### config.mk
export PLATFORM = sky130hd
export DESIGN_NAME = spi_dpk_top
export DESIGN_NICKNAME = d
export VERILOG_FILES = /design/src/rtl/spi_dpk_pkg.sv /design/src/rtl/spi_dpk_fifo.sv /design/src/rtl/spi_dpk_left.sv /design/src/rtl/spi_dpk_top.sv
export SDC_FILE = /design/constraint.sdc
export NUM_CORES = 1
export LEC_CHECK = 0
export ABC_CLOCK_PERIOD_IN_PS = 8500
export BUFFER_PORTS_ARGS = -buffer_cell sky130_fd_sc_hd__clkbuf_2
export CORE_AREA = 2 2 126 177
export DETAILED_ROUTE_END_ITERATION = 7
export DIE_AREA = 0 0 128 179
export GPL_ROUTABILITY_DRIVEN = 0
export SLEW_MARGIN = 5
export SYNTH_ARGS = -nofsm -noshare
export SYNTH_HDL_FRONTEND = slang
export SYNTH_SLANG_ARGS = --single-unit
### constraint.sdc
create_clock -name clk -period 8.5 [get_ports clk]
set_clock_uncertainty 0.2 [all_clocks]
set_input_delay 0.425 -clock clk [delete_from_list [all_inputs] [get_ports clk]]
set_output_delay 0.425 -clock clk [all_outputs]
set_load 0.005 [all_outputs]
### src/rtl/spi_dpk_pkg.sv
package spi_dpk_pkg;

  // Fill-level code from byte occupancy and capacity.
  function automatic logic [1:0] lvl_code(input int unsigned bytes, input int unsigned cap);
    if (bytes == 0)            return 2'b00;
    else if (bytes * 4 <= cap) return 2'b01;
    else if (bytes * 2 <= cap) return 2'b10;
    else                       return 2'b11;
  endfunction

  // Frames moved by one DMA access.
  function automatic logic [1:0] frames_per_access(input logic packed_mode, input logic single);
    return (packed_mode && !single) ? 2'd2 : 2'd1;
  endfunction

endpackage

### src/rtl/spi_dpk_fifo.sv
module spi_dpk_fifo #(
  parameter int DW    = 16,
  parameter int SLOTS = 4
) (
  input  logic                        clk,
  input  logic                        rst_n,
  input  logic                        flush,
  input  logic [1:0]                  push_n,
  input  logic [DW-1:0]               push_d0,
  input  logic [DW-1:0]               push_d1,
  input  logic [1:0]                  pop_n,
  output logic [DW-1:0]               head0,
  output logic [DW-1:0]               head1,
  output logic [$clog2(SLOTS+1)-1:0]  cnt
);
  localparam int PW = $clog2(SLOTS);
  localparam int CW = $clog2(SLOTS+1);

  logic [DW-1:0] mem_q [SLOTS];
  logic [DW-1:0] mem_d [SLOTS];
  logic [PW-1:0] wp_q, wp_d, rp_q, rp_d;
  logic [CW-1:0] cnt_q, cnt_d;

  always_comb begin
    mem_d = mem_q;
    wp_d  = wp_q;
    rp_d  = rp_q;
    cnt_d = cnt_q;
    if (flush) begin
      wp_d  = '0;
      rp_d  = '0;
      cnt_d = '0;
    end else begin
      if (push_n != 2'd0) mem_d[wp_q] = push_d0;
      if (push_n == 2'd2) mem_d[PW'(wp_q + PW'(1))] = push_d1;
      wp_d  = PW'(wp_q + PW'(push_n));
      rp_d  = PW'(rp_q + PW'(pop_n));
      cnt_d = CW'(cnt_q + CW'(push_n) - CW'(pop_n));
    end
  end

  always_ff @(posedge clk or negedge rst_n) begin
    if (!rst_n) begin
      wp_q  <= '0;
      rp_q  <= '0;
      cnt_q <= '0;
    end else begin
      wp_q  <= wp_d;
      rp_q  <= rp_d;
      cnt_q <= cnt_d;
    end
  end

  always_ff @(posedge clk) begin
    mem_q <= mem_d;
  end

  assign head0 = mem_q[rp_q];
  assign head1 = mem_q[PW'(rp_q + PW'(1))];
  assign cnt   = cnt_q;

  // the controller never overfills the buffer
  p_no_overflow_r4: assert property (@(posedge clk) disable iff (!rst_n)
    cnt_q <= CW'(SLOTS))
    else $error("buffer count above capacity");

  // never remove more frames than are held
  p_pop_le_cnt_r8: assert property (@(posedge clk) disable iff (!rst_n)
    !flush |-> CW'(pop_n) <= cnt_q)
    else $error("pop beyond contents");

endmodule

### src/rtl/spi_dpk_left.sv
module spi_dpk_left #(
  parameter int CW = 16
) (
  input  logic          clk,
  input  logic          rst_n,
  input  logic          load,
  input  logic [CW-1:0] load_val,
  input  logic [1:0]    dec,
  output logic [CW-1:0] left
);
  logic [CW-1:0] left_q, left_d;

  always_comb begin
    if (load)                       left_d = load_val;
    else if (CW'(dec) > left_q)     left_d = '0;
    else                            left_d = left_q - CW'(dec);
  end

  always_ff @(posedge clk or negedge rst_n) begin
    if (!rst_n) left_q <= '0;
    else        left_q <= left_d;
  end

  assign left = left_q;

  // the count moves only on a load or a consumed frame
  p_left_hold_r9: assert property (@(posedge clk) disable iff (!rst_n)
    (!load && dec == 2'd0) |=> $stable(left_q))
    else $error("frame count moved without cause");

endmodule

### src/rtl/spi_dpk_top.sv
module spi_dpk_top #(
  parameter int DW         = 16,
  parameter int FIFO_BYTES = 4,
  parameter int CNTW       = 16
) (
  input  logic                        clk,
  input  logic                        rst_n,
  input  logic                        en,
  input  logic                        tx_dma_en,
  input  logic                        rx_dma_en,
  input  logic                        dma_wide,
  input  logic [$clog2(DW+1)-1:0]     frame_bits,
  input  logic [CNTW-1:0]             frame_total,
  input  logic                        last_tx_odd,
  input  logic                        last_rx_odd,
  input  logic                        dma_wr,
  input  logic [DW-1:0]               dma_wdata,
  input  logic                        dma_rd,
  output logic [DW-1:0]               dma_rdata,
  output logic                        tx_req,
  output logic                        rx_req,
  input  logic                        sh_tx_pop,
  output logic [DW-1:0]               sh_tx_data,
  output logic                        sh_tx_valid,
  input  logic                        sh_rx_push,
  input  logic [DW-1:0]               sh_rx_data,
  input  logic                        sh_active,
  output logic                        ovr,
  output logic [1:0]                  tx_lvl,
  output logic                        busy
);
  import spi_dpk_pkg::*;

  localparam int HB  = DW / 2;
  localparam int FBW = $clog2(DW+1);
  localparam int CW  = $clog2(FIFO_BYTES+1);
  localparam int BW  = $clog2(2*FIFO_BYTES+1);
  localparam logic [BW-1:0] CAP_B = BW'(FIFO_BYTES);

  // reset: asynchronous assert, synchronous release
  logic [1:0] rs_q;
  logic       rst_ni;
  always_ff @(posedge clk or negedge rst_n) begin
    if (!rst_n) rs_q <= 2'b00;
    else        rs_q <= {rs_q[0], 1'b1};
  end
  assign rst_ni = rs_q[1];

  // mode decode
  logic          packed_mode;
  logic [BW-1:0] cost;
  assign packed_mode = dma_wide && (frame_bits <= FBW'(HB));
  assign cost        = (frame_bits > FBW'(HB)) ? BW'(2) : BW'(1);

  // transmit path
  logic [CW-1:0]   tx_cnt;
  logic [DW-1:0]   tx_h0, tx_h1;
  logic [CNTW-1:0] tx_left;
  logic [BW-1:0]   tx_bytes, tx_free;
  logic            tx_last1, txe, wr_ok;
  logic [1:0]      tx_push_n, tx_pop_n;
  logic [DW-1:0]   tx_d0, tx_d1;

  assign tx_bytes = BW'(tx_cnt) * cost;
  assign tx_free  = CAP_B - tx_bytes;
  assign tx_last1 = last_tx_odd && (tx_left == CNTW'(1));
  assign txe      = packed_mode ? (tx_free >= BW'(2)) : (tx_free >= cost);
  assign wr_ok    = dma_wr && en && txe;

  always_comb begin
    tx_push_n = wr_ok ? frames_per_access(packed_mode, tx_last1) : 2'd0;
    tx_pop_n  = (sh_tx_pop && en && tx_cnt != '0) ? 2'd1 : 2'd0;
    if (packed_mode) begin
      tx_d0 = {{(DW-HB){1'b0}}, dma_wdata[HB-1:0]};
      tx_d1 = {{(DW-HB){1'b0}}, dma_wdata[DW-1:HB]};
    end else begin
      tx_d0 = dma_wdata;
      tx_d1 = '0;
    end
  end

  spi_dpk_fifo #(.DW(DW), .SLOTS(FIFO_BYTES)) u_txf (
    .clk(clk), .rst_n(rst_ni), .flush(!en),
    .push_n(tx_push_n), .push_d0(tx_d0), .push_d1(tx_d1),
    .pop_n(tx_pop_n), .head0(tx_h0), .head1(tx_h1), .cnt(tx_cnt));

  spi_dpk_left #(.CW(CNTW)) u_txl (
    .clk(clk), .rst_n(rst_ni), .load(!en), .load_val(frame_total),
    .dec(tx_push_n), .left(tx_left));

  // receive path
  logic [CW-1:0]   rx_cnt;
  logic [DW-1:0]   rx_h0, rx_h1;
  logic [CNTW-1:0] rx_left;
  logic [BW-1:0]   rx_bytes;
  logic            rx_last1, rxne, rd_ok, rx_room, rx_drop;
  logic [1:0]      rx_push_n, rx_pop_n;

  assign rx_bytes = BW'(rx_cnt) * cost;
  assign rx_room  = (rx_bytes + cost) <= CAP_B;
  assign rx_last1 = last_rx_odd && (rx_left == CNTW'(1));
  assign rxne     = packed_mode ? ((rx_cnt >= CW'(2)) || (rx_last1 && rx_cnt != '0))
                                : (rx_cnt != '0);
  assign rd_ok    = dma_rd && en && rxne;
  assign rx_drop  = sh_rx_push && en && !rx_room;

  always_comb begin
    rx_push_n = (sh_rx_push && en && rx_room) ? 2'd1 : 2'd0;
    rx_pop_n  = rd_ok ? frames_per_access(packed_mode, rx_last1) : 2'd0;
    if (!packed_mode)          dma_rdata = rx_h0;
    else if (rx_pop_n == 2'd1 || rx_last1)
                               dma_rdata = {{(DW-HB){1'b0}}, rx_h0[HB-1:0]};
    else                       dma_rdata = {rx_h1[HB-1:0], rx_h0[HB-1:0]};
  end

  spi_dpk_fifo #(.DW(DW), .SLOTS(FIFO_BYTES)) u_rxf (
    .clk(clk), .rst_n(rst_ni), .flush(!en),
    .push_n(rx_push_n), .push_d0(sh_rx_data), .push_d1('0),
    .pop_n(rx_pop_n), .head0(rx_h0), .head1(rx_h1), .cnt(rx_cnt));

  spi_dpk_left #(.CW(CNTW)) u_rxl (
    .clk(clk), .rst_n(rst_ni), .load(!en), .load_val(frame_total),
    .dec(rx_pop_n), .left(rx_left));

  // overrun flag
  logic ovr_q, ovr_d;
  assign ovr_d = en ? (ovr_q || rx_drop) : 1'b0;
  always_ff @(posedge clk or negedge rst_ni) begin
    if (!rst_ni) ovr_q <= 1'b0;
    else         ovr_q <= ovr_d;
  end

  // outputs
  assign tx_req      = en && tx_dma_en && txe;
  assign rx_req      = en && rx_dma_en && rxne;
  assign sh_tx_data  = tx_h0;
  assign sh_tx_valid = tx_cnt != '0;
  assign ovr         = ovr_q;
  assign tx_lvl      = lvl_code(int'(tx_bytes), FIFO_BYTES);
  assign busy        = en && (sh_tx_valid || sh_active);

  // a packed request implies two free bytes
  p_txroom_r1: assert property (@(posedge clk) disable iff (!rst_ni)
    (tx_req && packed_mode) |-> tx_lvl <= 2'b10)
    else $error("packed tx request without room");

  // a receive request implies buffered data
  p_rxdata_r2: assert property (@(posedge clk) disable iff (!rst_ni)
    rx_req |-> rx_cnt != '0)
    else $error("rx request with empty buffer");

  // overrun stays set while enabled
  p_ovr_sticky_r4: assert property (@(posedge clk) disable iff (!rst_ni)
    (en && ovr) |=> ovr)
    else $error("overrun cleared while enabled");

  // disabling empties both sides and clears overrun
  p_flush_r13: assert property (@(posedge clk) disable iff (!rst_ni)
    !en |=> (tx_cnt == '0 && rx_cnt == '0 && !ovr))
    else $error("disable did not flush");

  // buffered transmit data keeps busy high
  p_busy_r12: assert property (@(posedge clk) disable iff (!rst_ni)
    (en && tx_lvl != 2'b00) |-> busy)
    else $error("busy low with data queued");

endmodule

==> flow_summary.ini <==
[yosys]
synth.cell_area_sq_um = 9500
portion_of_netlist_area_occupied_by_mux_cells_pct = 20.8
synth_edf_count = 128
synthesis.area_per_instance_sq_um = 13.6
synth_seq_area_share_pct = 53.4
dominant_combinational_cell_family_by_area_after_synthesis = multiplexers
ys_ff_latch = 177
synth_area_leader = sky130_fd_sc_hd__edfxtp_1
synth_compound_gate_area_share_pct = 4.74
synthFlopType = sky130_fd_sc_hd__edfxtp_1
post_synth_num_cell_types = 55
yosys.area_share.adder_pct = 3.82
ys_async_sr_fraction_pct = 27.7
synth_top_area_share_pct = 40.5
mappedNetlistNets = 792
yosysWarnings = 0
yosys.area_share.simple_pct = 10.9
synthesis.instances = 700
netlist_top_cells_area = sky130_fd_sc_hd__edfxtp_1, sky130_fd_sc_hd__dfrtp_1, sky130_fd_sc_hd__mux4_2
post_synth_xor_area_fraction_pct = 3.14

[detailed_routing]
post_detailed_route_count_of_antenna_violating_nets = 0
routed-via-count = 6054
drt_wl_total_mm = 21.0
route.detailed.wl_per_inst_um = 19.2
drcViolationCount = 0
detailed_router_s_first_iteration_violation_count = 423
first_pass_iters = 7
viasPerCell = 5.54

[clock_network]
tritoncts = built
buffers_inserted_by_post_cts_timing_repair = 0
ctsRootBufferMaster = sky130_fd_sc_hd__clkbuf_16
htree_num_levels = 4
clk_transition_reported_paths_ps = 70
buffers_from_clock_root_to_sink_at_most = 2
clock_insertion_delay_worst_skew_ps = 430
cts_sinks = 177
cts_buffers = 17

[job]
drv.max_cap_violation_count = 0

[status]
run_status = finished clean

[power_and_ir_drop]
p_per_area_nw_per_um2 = 234
fin_total_pwr_mw = 2.56
vdd.ir_drop.worst_mv = 0.170
cellLeakagePower_nw = 4.07

[die]
die_height_um = 179
coreArea_sq_um = 21500
placement_rows = 64
top_level_ports = 105
initial_core_util_pct = 44.3
die_area_sq_um = 22900
die_w_um = 128

[sta]
drv_slew = 0
period_minus_slack_ps = 5430
grt_setup_unrepaired = false
worst-slew-pin-transition_ps = 1120
finalHoldViolations = 0
timing.max_slew.rel_slack_pct = 25.4
fmaxAchievable_ghz = 0.184
final.hold.worst_slack_ps = 16.9
finalSetupViolCount = 0
timing.setup.tns_ps = 0
period_share_pct = 63.9

[worst_setup_path]
worst_ep_arrival_time_ps = 5520
critical_path_required_ps = 8590
worstSetupPathType = primary input to flop
endpoint_kind = flop
path_max_fanout = 7
critical-path-slowest-cell = sky130_fd_sc_hd__nor3_1
crit_path_cell_trace = clkbuf_2, o31a_2, nor2_1, nand2_1, o21ai_0, ha_1, o21ai_0, and3_2, or4_4, and3_4, nor3_1, ha_1, inv_1, fa_1, nor3_1, nand2_1, nor4_1, mux2i_1, a21oi_1
slowest_delay_ps = 650
critPathBufInv = 2
setup.worst_path.start_class = primary input
timing.critical_path.max_delay_family = simple AND/OR/NAND/NOR gates

[layout]
finalCoreUtilization_pct = 51.0
finish.net_count = 907
area_delta_synth_final_pct = 15.1
fin_area_sq_um = 10900
n_antenna_cell = 0
post_route_cells_drive_above_1_share_pct = 31.4

[global_route]
number_of_global_route_vias_before_repair = 6335
grt_antenna_before_repair = 0
globalRoute.totalOverflow = 0
grt_util_all_layers_pct = 19.2
largest_net_degree_at_the_start_of_global_routing = 74
global_route_wire_length_before_repair_mm = 33.3

[placed_design]
placement.cell_area_sq_um = 10200
hpwl_mm = 14.0
port_buffers = 104

[worst_hold_path]
hold_path_class = primary input to flop
## cell families (layout without fill, tap and decap cells)
| kind of cell | after synthesis | count (layout) |
|---|---|---|
| compound gates | 73 | 73 |
| other cells | 2 | 2 |
| simple gates | 189 | 189 |
| mux | 139 | 139 |
| buf+inv | 60 | 188 |
| fa+ha+maj | 26 | 26 |
| flops | 177 | 177 |
| xor+xnor | 34 | 34 |
## metrics by stage
| step | instances | setup WS (ps) |
|---|---|---|
| after floorplan | 700 | 3370 |
| after global placement | 1044 | 2940 |
| after detailed placement | 1044 | 2670 |
| after CTS | 1091 | 3140 |
| after global routing | 1092 | 2680 |
| final | 1092 | 3070 |
## final timing paths
kind	slack, ps	cells past startpoint	from	end
max reg2reg	3240	20	u_txf.cnt[0]	u_txl.left[14]
min in group asynchronous	100	2	rst_n	rs_q[1]
max	3070	19	frame_bits[1]	u_txl.left[14]
min reg2reg	160	0	rs_q[0]	rs_q[1]
max in group asynchronous	7180	0	rs_q[1]	u_txl.left[0]
min	20	1	sh_rx_data[11]	u_rxf.mem_q[27]
## layout make-up
cell class	count	area, sq um
multi-input combinational	463	4150
fill	1891	10500
tap	264	330
clock inverter	13	109
timing repair buffer	126	728
clock buffer	19	433
inverter	30	113
sequential	177	5070
## flip-flops by register name, summed over array words and instances, names as in the netlist
register / flops
u_rxf.cnt: 3
u_txf.mem_q: 64
u_txf.rp_q: 2
u_txf.cnt: 3
u_rxf.mem_q: 64
ovr: 1
u_rxf.wp_q: 2
rs_q: 2
u_txf.wp_q: 2
u_txl.left: 16
u_rxl.left: 16
u_rxf.rp_q: 2
## per-layer routing
layer	vias to the layer above	part of all wire (%)	GRT usage, %
met3	19	3.6	4.06
met1	3049	43	23.7
met2	149	52	33.6
met4	0	1.3	6.14
met5	-	0	0
li1	2837	-	-
## synth_stat cells, types with 2 or more instances
library cell and n:
sky130_fd_sc_hd__edfxtp_1 128, sky130_fd_sc_hd__and3_1 4, sky130_fd_sc_hd__nor3b_1 2, sky130_fd_sc_hd__xnor2_1 21, sky130_fd_sc_hd__nor2b_1 6, sky130_fd_sc_hd__a31oi_2 4
sky130_fd_sc_hd__nor4_1 8, sky130_fd_sc_hd__nor3_4 4, sky130_fd_sc_hd__nor2_1 56, sky130_fd_sc_hd__a31oi_1 2, sky130_fd_sc_hd__o21ai_1 2, sky130_fd_sc_hd__and3_2 2
sky130_fd_sc_hd__ha_1 21, sky130_fd_sc_hd__inv_1 30, sky130_fd_sc_hd__or4_1 4, sky130_fd_sc_hd__buf_6 10, sky130_fd_sc_hd__mux2i_1 34, sky130_fd_sc_hd__and3b_1 2
sky130_fd_sc_hd__and2_1 22, sky130_fd_sc_hd__clkbuf_1 16, sky130_fd_sc_hd__nand4_1 4, sky130_fd_sc_hd__a21oi_1 13, sky130_fd_sc_hd__buf_1 3, sky130_fd_sc_hd__mux2_1 2
sky130_fd_sc_hd__conb_1 2, sky130_fd_sc_hd__nand2_1 28, sky130_fd_sc_hd__xor2_1 13, sky130_fd_sc_hd__or3_1 3, sky130_fd_sc_hd__dfrtp_1 49, sky130_fd_sc_hd__mux2_2 63
sky130_fd_sc_hd__mux4_2 40, sky130_fd_sc_hd__o21ai_0 42, sky130_fd_sc_hd__nand3_1 7, sky130_fd_sc_hd__fa_1 5, sky130_fd_sc_hd__nand2b_1 14, sky130_fd_sc_hd__nor3_1 15
## worst reg2reg max path, stage by stage, from the launching register on
cell and delay, ps:
sky130_fd_sc_hd__dfrtp_1 450, sky130_fd_sc_hd__inv_1 120, sky130_fd_sc_hd__a21oi_1 60, sky130_fd_sc_hd__a21oi_1 290
sky130_fd_sc_hd__inv_1 80, sky130_fd_sc_hd__ha_1 300, sky130_fd_sc_hd__inv_1 40, sky130_fd_sc_hd__ha_1 280
sky130_fd_sc_hd__a21oi_1 60, sky130_fd_sc_hd__o21ai_0 230, sky130_fd_sc_hd__a21oi_2 140, sky130_fd_sc_hd__and3_4 270
sky130_fd_sc_hd__nor3_1 380, sky130_fd_sc_hd__ha_1 230, sky130_fd_sc_hd__inv_1 50, sky130_fd_sc_hd__fa_1 410
sky130_fd_sc_hd__nor3_1 650, sky130_fd_sc_hd__nand2_1 210, sky130_fd_sc_hd__nor4_1 330, sky130_fd_sc_hd__mux2i_1 240
sky130_fd_sc_hd__a21oi_1 90
## what timing repair did
| item | 4_1_cts | 5_1_grt |
|---|---|---|
| hold endpoints to repair | 58 | 4 |
| setup endpoints to repair | 0 | 0 |
| gates resized for setup | 0 | 0 |
| hold buffers | 15 | 1 |
## power breakdown
part / internal, mW / switching [mW] / total, mW
clock: 0.402 / 0.330 / 0.733
sequential: 1.04 / 0.0822 / 1.12
combinational: 0.345 / 0.359 / 0.704
total: 1.79 / 0.772 / 2.56
## layout by cell type, fill, tap and decap left out, types with 8 or more instances in the layout
cell                            instances
sky130_fd_sc_hd__a21oi_1               13
sky130_fd_sc_hd__and2_1                22
sky130_fd_sc_hd__clkbuf_16             17
sky130_fd_sc_hd__clkbuf_2             103
sky130_fd_sc_hd__dfrtp_1               48
sky130_fd_sc_hd__dlygate4sd3_1         16
sky130_fd_sc_hd__edfxtp_1             128
sky130_fd_sc_hd__ha_1                  21
sky130_fd_sc_hd__inv_1                 30
sky130_fd_sc_hd__mux2_2                63
sky130_fd_sc_hd__mux2i_1               34
sky130_fd_sc_hd__mux4_2                40
sky130_fd_sc_hd__nand2_1               28
sky130_fd_sc_hd__nand2b_1              14
sky130_fd_sc_hd__nor2_1                56
sky130_fd_sc_hd__nor3_1                15
sky130_fd_sc_hd__nor4_1                 8
sky130_fd_sc_hd__o21ai_0               42
sky130_fd_sc_hd__xnor2_1               21
sky130_fd_sc_hd__xor2_1                13
No activity file was read; power rests on OpenSTA's default activity.
